### src/rtl/flash_seq_pkg.sv
`timescale 1ns/1ps
package flash_seq_pkg;

    localparam logic [4:0]  CMD_WRITE  = 5'b00100;
    localparam logic [4:0]  CMD_ERASE0 = 5'b00101;
    localparam logic [4:0]  CMD_ERASE1 = 5'b00110;
    localparam logic [4:0]  CMD_ABORT  = 5'b01000;

    localparam logic [31:0] UNLOCK_KEY = 32'hF123F456;

    localparam logic [2:0]  OFF_CMD  = 3'd0;
    localparam logic [2:0]  OFF_KEY  = 3'd1;
    localparam logic [2:0]  OFF_ADDR = 3'd2;
    localparam logic [2:0]  OFF_DLO  = 3'd3;
    localparam logic [2:0]  OFF_DHI  = 3'd4;
    localparam logic [2:0]  OFF_PAGE = 3'd5;
    localparam logic [2:0]  OFF_STAT = 3'd6;

    localparam logic [1:0]  CPL_IDLE = 2'b00;
    localparam logic [1:0]  CPL_OK   = 2'b01;
    localparam logic [1:0]  CPL_ERR  = 2'b11;

    typedef enum logic [1:0] {
        ST_IDLE,
        ST_PROG,
        ST_ERASE,
        ST_VERIFY
    } seq_state_t;

endpackage

### src/rtl/flash_seq_regs.sv
`timescale 1ns/1ps
module flash_seq_regs
    import flash_seq_pkg::*;
(
    input  logic        clk,
    input  logic        rst_n,
    input  logic        bus_wr,
    input  logic [2:0]  bus_addr,
    input  logic [31:0] bus_wdata,
    input  logic [31:0] stat_word,
    output logic [31:0] bus_rdata,
    output logic        cmd_wr,
    output logic [4:0]  cmd_code,
    output logic        key_ok,
    output logic [15:0] dw_addr,
    output logic [63:0] wr_data
);

    logic [31:0] lo_q;
    logic [31:0] hi_q;
    logic [7:0]  page_q;

    // Keyhole registers and the one-shot unlock flag
    always_ff @(posedge clk) begin
        if (!rst_n) begin
            lo_q    <= '0;
            hi_q    <= '0;
            page_q  <= '0;
            dw_addr <= '0;
            key_ok  <= 1'b0;
        end else if (bus_wr) begin
            case (bus_addr)
                OFF_KEY:  key_ok  <= (bus_wdata == UNLOCK_KEY);
                OFF_CMD:  key_ok  <= 1'b0;
                OFF_ADDR: dw_addr <= bus_wdata[18:3];
                OFF_DLO:  lo_q    <= bus_wdata;
                OFF_DHI:  hi_q    <= bus_wdata;
                OFF_PAGE: page_q  <= bus_wdata[18:11];
                default:  ;
            endcase
        end
    end

    always_comb begin
        case (bus_addr)
            OFF_ADDR: bus_rdata = {13'b0, dw_addr, 3'b0};
            OFF_DLO:  bus_rdata = lo_q;
            OFF_DHI:  bus_rdata = hi_q;
            OFF_PAGE: bus_rdata = {13'b0, page_q, 11'b0};
            OFF_STAT: bus_rdata = stat_word;
            default:  bus_rdata = '0;
        endcase
    end

    assign cmd_wr   = bus_wr && (bus_addr == OFF_CMD);
    assign cmd_code = bus_wdata[4:0];
    assign wr_data  = {hi_q, lo_q};

endmodule

### src/rtl/flash_seq_fsm.sv
`timescale 1ns/1ps
module flash_seq_fsm
    import flash_seq_pkg::*;
#(
    parameter  int BANK_WORDS = 32768,
    localparam int VC_W       = $clog2(BANK_WORDS),
    localparam int IDX_W      = VC_W + 1
) (
    input  logic             clk,
    input  logic             rst_n,
    input  logic             cmd_wr,
    input  logic [4:0]       cmd_code,
    input  logic             key_ok,
    input  logic [15:0]      dw_addr,
    input  logic [63:0]      wr_data,
    input  logic             fa_done,
    input  logic [63:0]      fa_rdata,
    output logic             fa_prog,
    output logic             fa_erase,
    output logic             fa_read,
    output logic             fa_abort,
    output logic             fa_bank,
    output logic [IDX_W-1:0] fa_addr,
    output logic [63:0]      fa_wdata,
    output logic             busy,
    output logic [1:0]       cpl,
    output logic             verr
);

    localparam logic [VC_W-1:0] LAST_IDX = VC_W'(BANK_WORDS - 1);

    seq_state_t       st, nxt;
    logic [VC_W-1:0]  vidx;
    logic [IDX_W-1:0] op_addr;
    logic             kill, is_erase, last_word, bad_word;

    assign kill      = cmd_wr && (cmd_code == CMD_ABORT) && key_ok;
    assign is_erase  = (cmd_code == CMD_ERASE0) || (cmd_code == CMD_ERASE1);
    assign last_word = (vidx == LAST_IDX);
    assign bad_word  = (fa_rdata != {64{1'b1}});

    // Next-state decode; a keyed abort outranks array completion
    always_comb begin
        nxt = st;
        unique case (st)
            ST_IDLE: begin
                if (cmd_wr && cmd_code == CMD_WRITE)        nxt = ST_PROG;
                else if (cmd_wr && is_erase && key_ok)      nxt = ST_ERASE;
            end
            ST_PROG: begin
                if (kill || fa_done)                        nxt = ST_IDLE;
            end
            ST_ERASE: begin
                if (kill)                                   nxt = ST_IDLE;
                else if (fa_done)                           nxt = ST_VERIFY;
            end
            ST_VERIFY: begin
                if (kill || (fa_done && last_word))         nxt = ST_IDLE;
            end
            default:                                        nxt = ST_IDLE;
        endcase
    end

    // State register
    always_ff @(posedge clk) begin
        if (!rst_n) st <= ST_IDLE;
        else        st <= nxt;
    end

    // Registered outputs: strobes, operands and status
    always_ff @(posedge clk) begin
        if (!rst_n) begin
            fa_prog  <= 1'b0;
            fa_erase <= 1'b0;
            fa_read  <= 1'b0;
            fa_abort <= 1'b0;
            fa_bank  <= 1'b0;
            fa_wdata <= '0;
            op_addr  <= '0;
            vidx     <= '0;
            busy     <= 1'b0;
            cpl      <= CPL_IDLE;
            verr     <= 1'b0;
        end else begin
            fa_prog  <= 1'b0;
            fa_erase <= 1'b0;
            fa_read  <= 1'b0;
            fa_abort <= 1'b0;
            unique case (st)
                ST_IDLE: begin
                    if (cmd_wr) begin
                        verr <= 1'b0;
                        if (cmd_code == CMD_WRITE) begin
                            fa_prog  <= 1'b1;
                            op_addr  <= dw_addr[IDX_W-1:0];
                            fa_wdata <= wr_data;
                            busy     <= 1'b1;
                            cpl      <= CPL_IDLE;
                        end else if (is_erase && key_ok) begin
                            fa_erase <= 1'b1;
                            fa_bank  <= (cmd_code == CMD_ERASE1);
                            vidx     <= '0;
                            busy     <= 1'b1;
                            cpl      <= CPL_IDLE;
                        end else begin
                            cpl      <= CPL_ERR;
                        end
                    end
                end
                ST_PROG: begin
                    if (kill) begin
                        fa_abort <= 1'b1;
                        busy     <= 1'b0;
                        cpl      <= CPL_ERR;
                    end else if (fa_done) begin
                        busy     <= 1'b0;
                        cpl      <= CPL_OK;
                    end
                end
                ST_ERASE: begin
                    if (kill) begin
                        fa_abort <= 1'b1;
                        busy     <= 1'b0;
                        cpl      <= CPL_ERR;
                    end else if (fa_done) begin
                        fa_read  <= 1'b1;
                        vidx     <= '0;
                    end
                end
                ST_VERIFY: begin
                    if (kill) begin
                        fa_abort <= 1'b1;
                        busy     <= 1'b0;
                        cpl      <= CPL_ERR;
                    end else if (fa_done) begin
                        if (bad_word) verr <= 1'b1;
                        if (last_word) begin
                            busy <= 1'b0;
                            cpl  <= (verr || bad_word) ? CPL_ERR : CPL_OK;
                        end else begin
                            vidx    <= vidx + VC_W'(1);
                            fa_read <= 1'b1;
                        end
                    end
                end
                default: ;
            endcase
        end
    end

    assign fa_addr = (st == ST_VERIFY) ? {fa_bank, vidx} : op_addr;

endmodule

### src/rtl/flash_cmd_seq.sv
`timescale 1ns/1ps
module flash_cmd_seq
    import flash_seq_pkg::*;
#(
    parameter  int BANK_WORDS = 32768,
    localparam int IDX_W      = $clog2(BANK_WORDS) + 1
) (
    input  logic             clk,
    input  logic             rst_n,
    input  logic             bus_wr,
    input  logic [2:0]       bus_addr,
    input  logic [31:0]      bus_wdata,
    output logic [31:0]      bus_rdata,
    output logic             fa_prog,
    output logic             fa_erase,
    output logic             fa_read,
    output logic             fa_abort,
    output logic             fa_bank,
    output logic [IDX_W-1:0] fa_addr,
    output logic [63:0]      fa_wdata,
    input  logic [63:0]      fa_rdata,
    input  logic             fa_done
);

    logic        cmd_wr_w;
    logic [4:0]  cmd_code_w;
    logic        key_ok_w;
    logic [15:0] dw_addr_w;
    logic [63:0] wr_data_w;
    logic        busy_w;
    logic [1:0]  cpl_w;
    logic        verr_w;
    logic [31:0] stat_w;

    assign stat_w = {28'b0, verr_w, busy_w, cpl_w};

    flash_seq_regs u_regs (
        .clk       (clk),
        .rst_n     (rst_n),
        .bus_wr    (bus_wr),
        .bus_addr  (bus_addr),
        .bus_wdata (bus_wdata),
        .stat_word (stat_w),
        .bus_rdata (bus_rdata),
        .cmd_wr    (cmd_wr_w),
        .cmd_code  (cmd_code_w),
        .key_ok    (key_ok_w),
        .dw_addr   (dw_addr_w),
        .wr_data   (wr_data_w)
    );

    flash_seq_fsm #(.BANK_WORDS(BANK_WORDS)) u_fsm (
        .clk      (clk),
        .rst_n    (rst_n),
        .cmd_wr   (cmd_wr_w),
        .cmd_code (cmd_code_w),
        .key_ok   (key_ok_w),
        .dw_addr  (dw_addr_w),
        .wr_data  (wr_data_w),
        .fa_done  (fa_done),
        .fa_rdata (fa_rdata),
        .fa_prog  (fa_prog),
        .fa_erase (fa_erase),
        .fa_read  (fa_read),
        .fa_abort (fa_abort),
        .fa_bank  (fa_bank),
        .fa_addr  (fa_addr),
        .fa_wdata (fa_wdata),
        .busy     (busy_w),
        .cpl      (cpl_w),
        .verr     (verr_w)
    );

endmodule

### config.mk
export PLATFORM = sky130hd
export DESIGN_NAME = flash_cmd_seq
export DESIGN_NICKNAME = d
export VERILOG_FILES = /design/src/rtl/flash_seq_pkg.sv /design/src/rtl/flash_seq_regs.sv /design/src/rtl/flash_seq_fsm.sv /design/src/rtl/flash_cmd_seq.sv
export SDC_FILE = /design/constraint.sdc
export NUM_CORES = 1
export LEC_CHECK = 0
export ABC_AREA = 1
export BUFFER_PORTS_ARGS = -buffer_cell sky130_fd_sc_hd__clkbuf_2
export CORE_AREA = 5 5 138 140
export DETAILED_ROUTE_END_ITERATION = 8
export DIE_AREA = 0 0 143 145
export PLACE_DENSITY = 0.75
export SLEW_MARGIN = 20
export SYNTH_ARGS = -nofsm -noshare
export SYNTH_HDL_FRONTEND = slang
export SYNTH_SLANG_ARGS = --single-unit
### constraint.sdc
create_clock -name clk -period 1.6 [get_ports clk]
set_input_delay 0.08 -clock clk [delete_from_list [all_inputs] [get_ports clk]]
set_output_delay 0.08 -clock clk [all_outputs]
set_load 0.03 [all_outputs]
==> out/qor.csv <==
stage,metric,value,unit
timing,max-slew-margin-rel,0.725,
route,ant_nets,0,
die,die_x,143,um
synth,yosysWarningCount,0,
layout,syn2layout_area_growth,44.0,%
clocking,clock_latency,440,ps
placement,place_inst,1585,
timing,finalHoldViolCount,0,
route,drt_iter0_markers,799,
clocking,clkTransAtPathRegs,80,ps
global_routing,grt_max_degree,87,
run_status,outcome,"complete, but fails checks",
timing,setup_violations,26,
setup_path,rr_startpoint,u_fsm.st[0],
clocking,tritoncts,done,
timing,worstMarginPinSlew,408,ps
route,vias,9156,
placement,io_buffers,219,
setup_path,crit_path_end,u_fsm.fa_wdata[57],
power_and_ir_drop,p_leak,5.05,nW
die,start_util,0.465,
worst_hold_path,worstHoldPathType,in -> reg,
synth,netlist_area,8240,sq um
route,routed.top_layer,met4,
power_and_ir_drop,pwr_density_cell,873,nW/um^2
die,std_cell_rows,49,
clocking,clockBufferDepth,2,
route,wl_met2,14100,um
setup_path,regToRegEndpoint,u_fsm.fa_wdata[57],
global_routing,antenna_found_initial,2,
flow_run,maxCapViolations,0,
route,vias_per_cell,5.46,
timing,holdWs,17.7,ps
clocking,numCtsBuffers,17,
synth,postSynthAreaPerCell,7.21,sq um
synth,synthArstFlopShare,0,
global_routing,grt_pass1_vias,8133,
route,drc,0,
setup_path,critPathKind,reg -> reg,
global_routing,grt_pass1_wl,41200,um
clocking,cts.sinks,195,
route,wl_met1,11600,um
route,wl_per_cell,17.2,um
timing,fin_setup_tns,-429,ps
power_and_ir_drop,vdd_drop_max,0.825,mV
placement,dpl.hpwl,18000,um
route,dr.pass1.iters,6,
timing,fin_worst_skew,5.75,ps
setup_path,reg2reg_depth,8,
clocking,cts_max_level,4,
timing,report.final.slew_viol_count,0,
placement,gp_congestion,0.895,
setup_path,startpoint_type,flip-flop,
setup_path,reg2reg_slack,-50,ps
layout,final_area,11900,sq um
synth,syn_nets,1246,
synth,synth_ff_type,dfxtp_1,
setup_path,cp.required,1960,ps
die,core,17700,sq um
die,io_pins,220,
global_routing,grt_overflow,0,
layout,most-common-layout-cells,"clkbuf_2 (202), nand2_1 (199), dfxtp_1 (191), a21oi_1 (151), nor2_1 (117)",
layout,final_common_cell,clkbuf_2,
setup_path,cp_max_fo,5,
synth,synthCells,1142,
synth,seq_area_frac_synth,0.474,
route,dr_wl_met3,2310,um
timing,rsz0062_at_grt,true,
die,die_y,145,um
setup_path,cp-end-kind,flip-flop,
power_and_ir_drop,total_power,10.4,mW
die,dieArea,20700,sq um
synth,synth_edf_count,0,
placement,place_area,9920,sq um
synth,synth_cell_types,33,
synth,synth_seq_cells,195,
timing,layout_min_cycle_time,1650,ps
timing,setup_ws,-46.9,ps
placement,post-place-ws,-216,ps
route,wl,28900,um
clocking,cts_root_buffer,clkbuf_16,
layout,final_util,0.670,
setup_path,cp.arrival,2010,ps
run_status,violations,negative setup slack,
timing,period_share,1.03,
layout,instances_no_fill,1676,
timing,fmax,607,MHz
layout,drive_gt1_frac,0.295,
layout,layout.nets,1536,
global_routing,track_usage,0.241,
setup_path,cp-startpoint,u_fsm.st[0],
## cell usage after synthesis (2+ instances only)
cell	instances	area share
buf_1	3	0.0014
nand3_2	2	0.0024
dfxtp_1	195	0.47
inv_2	3	0.0014
xor2_1	7	0.0074
inv_1	107	0.049
nand4_1	6	0.0046
o221ai_1	10	0.011
nor3_1	7	0.0043
clkbuf_1	43	0.020
nor2_1	122	0.056
o2111ai_1	9	0.0096
nor2_2	4	0.0030
nand2_1	206	0.094
nor4_1	5	0.0038
o21ai_0	174	0.11
a21oi_1	164	0.10
nand3_1	30	0.018
buf_2	5	0.0030
buf_4	9	0.0082
o22ai_1	13	0.0099
clkinv_1	2	0.00091
clkbuf_2	6	0.0036
## repair_timing
item	CTS	global route
pin swaps	2	13
gates cloned	2	17
hold buffers	29	0
endpoints found under the setup margin	33	109
setup buffers	3	7
endpoints found under the hold margin	59	0
resized for setup	58	153
## per-layer routing
metal | track usage | vias to the layer above
met5 | 0 | -
met4 | 0.0827 | 0
met3 | 0.0428 | 78
met2 | 0.383 | 453
met1 | 0.330 | 4246
li1 | - | 4379
## how the worst min path moves through the flow
stage | from | end | cells after the start | slack (ps)
2_1_floorplan | bus_wdata[7] | u_regs.dw_addr[4] | 2 | 230
3_3_place_gp | bus_wdata[9] | u_regs.dw_addr[6] | 3 | 360
3_5_place_dp | bus_wdata[9] | u_regs.dw_addr[6] | 3 | 360
4_1_cts | bus_wdata[2] | u_regs.lo_q[2] | 3 | 4
5_1_grt | bus_wdata[3] | u_regs.hi_q[3] | 3 | 30
6_report | bus_wdata[3] | u_regs.hi_q[3] | 3 | 20
## kinds of logic (layout without fill, tap and decap cells)
family                     after synthesis  in the layout  share of synthesized area
other                                    0              2                          0
DFF                                    195            195                      0.474
xor gates and xnor gates                 8              8                    0.00851
and+or+nand+nor                        388            389                      0.192
adders and majority gates                1              1                    0.00152
AOI/OAI and AO/OA                      372            372                      0.237
buffers and inverters                  178            480                     0.0869
## final cells by class
cell class	instances	area, sq um
Inverter	112	425
Timing Repair Buffer	336	2620
Clock buffer	17	425
Antenna cell	2	5.00
Clock inverter	15	218
Fill cell	1406	5850
Tap cell	229	287
Sequential cell	195	3910
Multi-Input combinational cell	770	3970
## sequential cells by signal, summed over array words and instances, names as in the netlist, 2 cells and up
signal          cells
u_fsm.fa_wdata     64
u_regs.hi_q        32
u_regs.lo_q        32
u_fsm.op_addr      16
u_regs.dw_addr     16
u_fsm.vidx         15
u_regs.page_q       8
u_fsm.cpl           2
u_fsm.st            2
## critical path, cell delays in order, from the launching register on
cell       delay, ps
dfxtp_4          370
nor2_4           180
inv_4             60
nor3_4           240
buf_6            180
clkbuf_16        170
clkbuf_16        140
o21ai_2           50
a21oi_1          170
## power by group
part	switching, mW	total, mW	internal, mW
clock network	2.08	4.63	2.54
logic	0.471	0.768	0.297
registers	0.0348	4.96	4.93
Power figures use the tool's default switching activity.
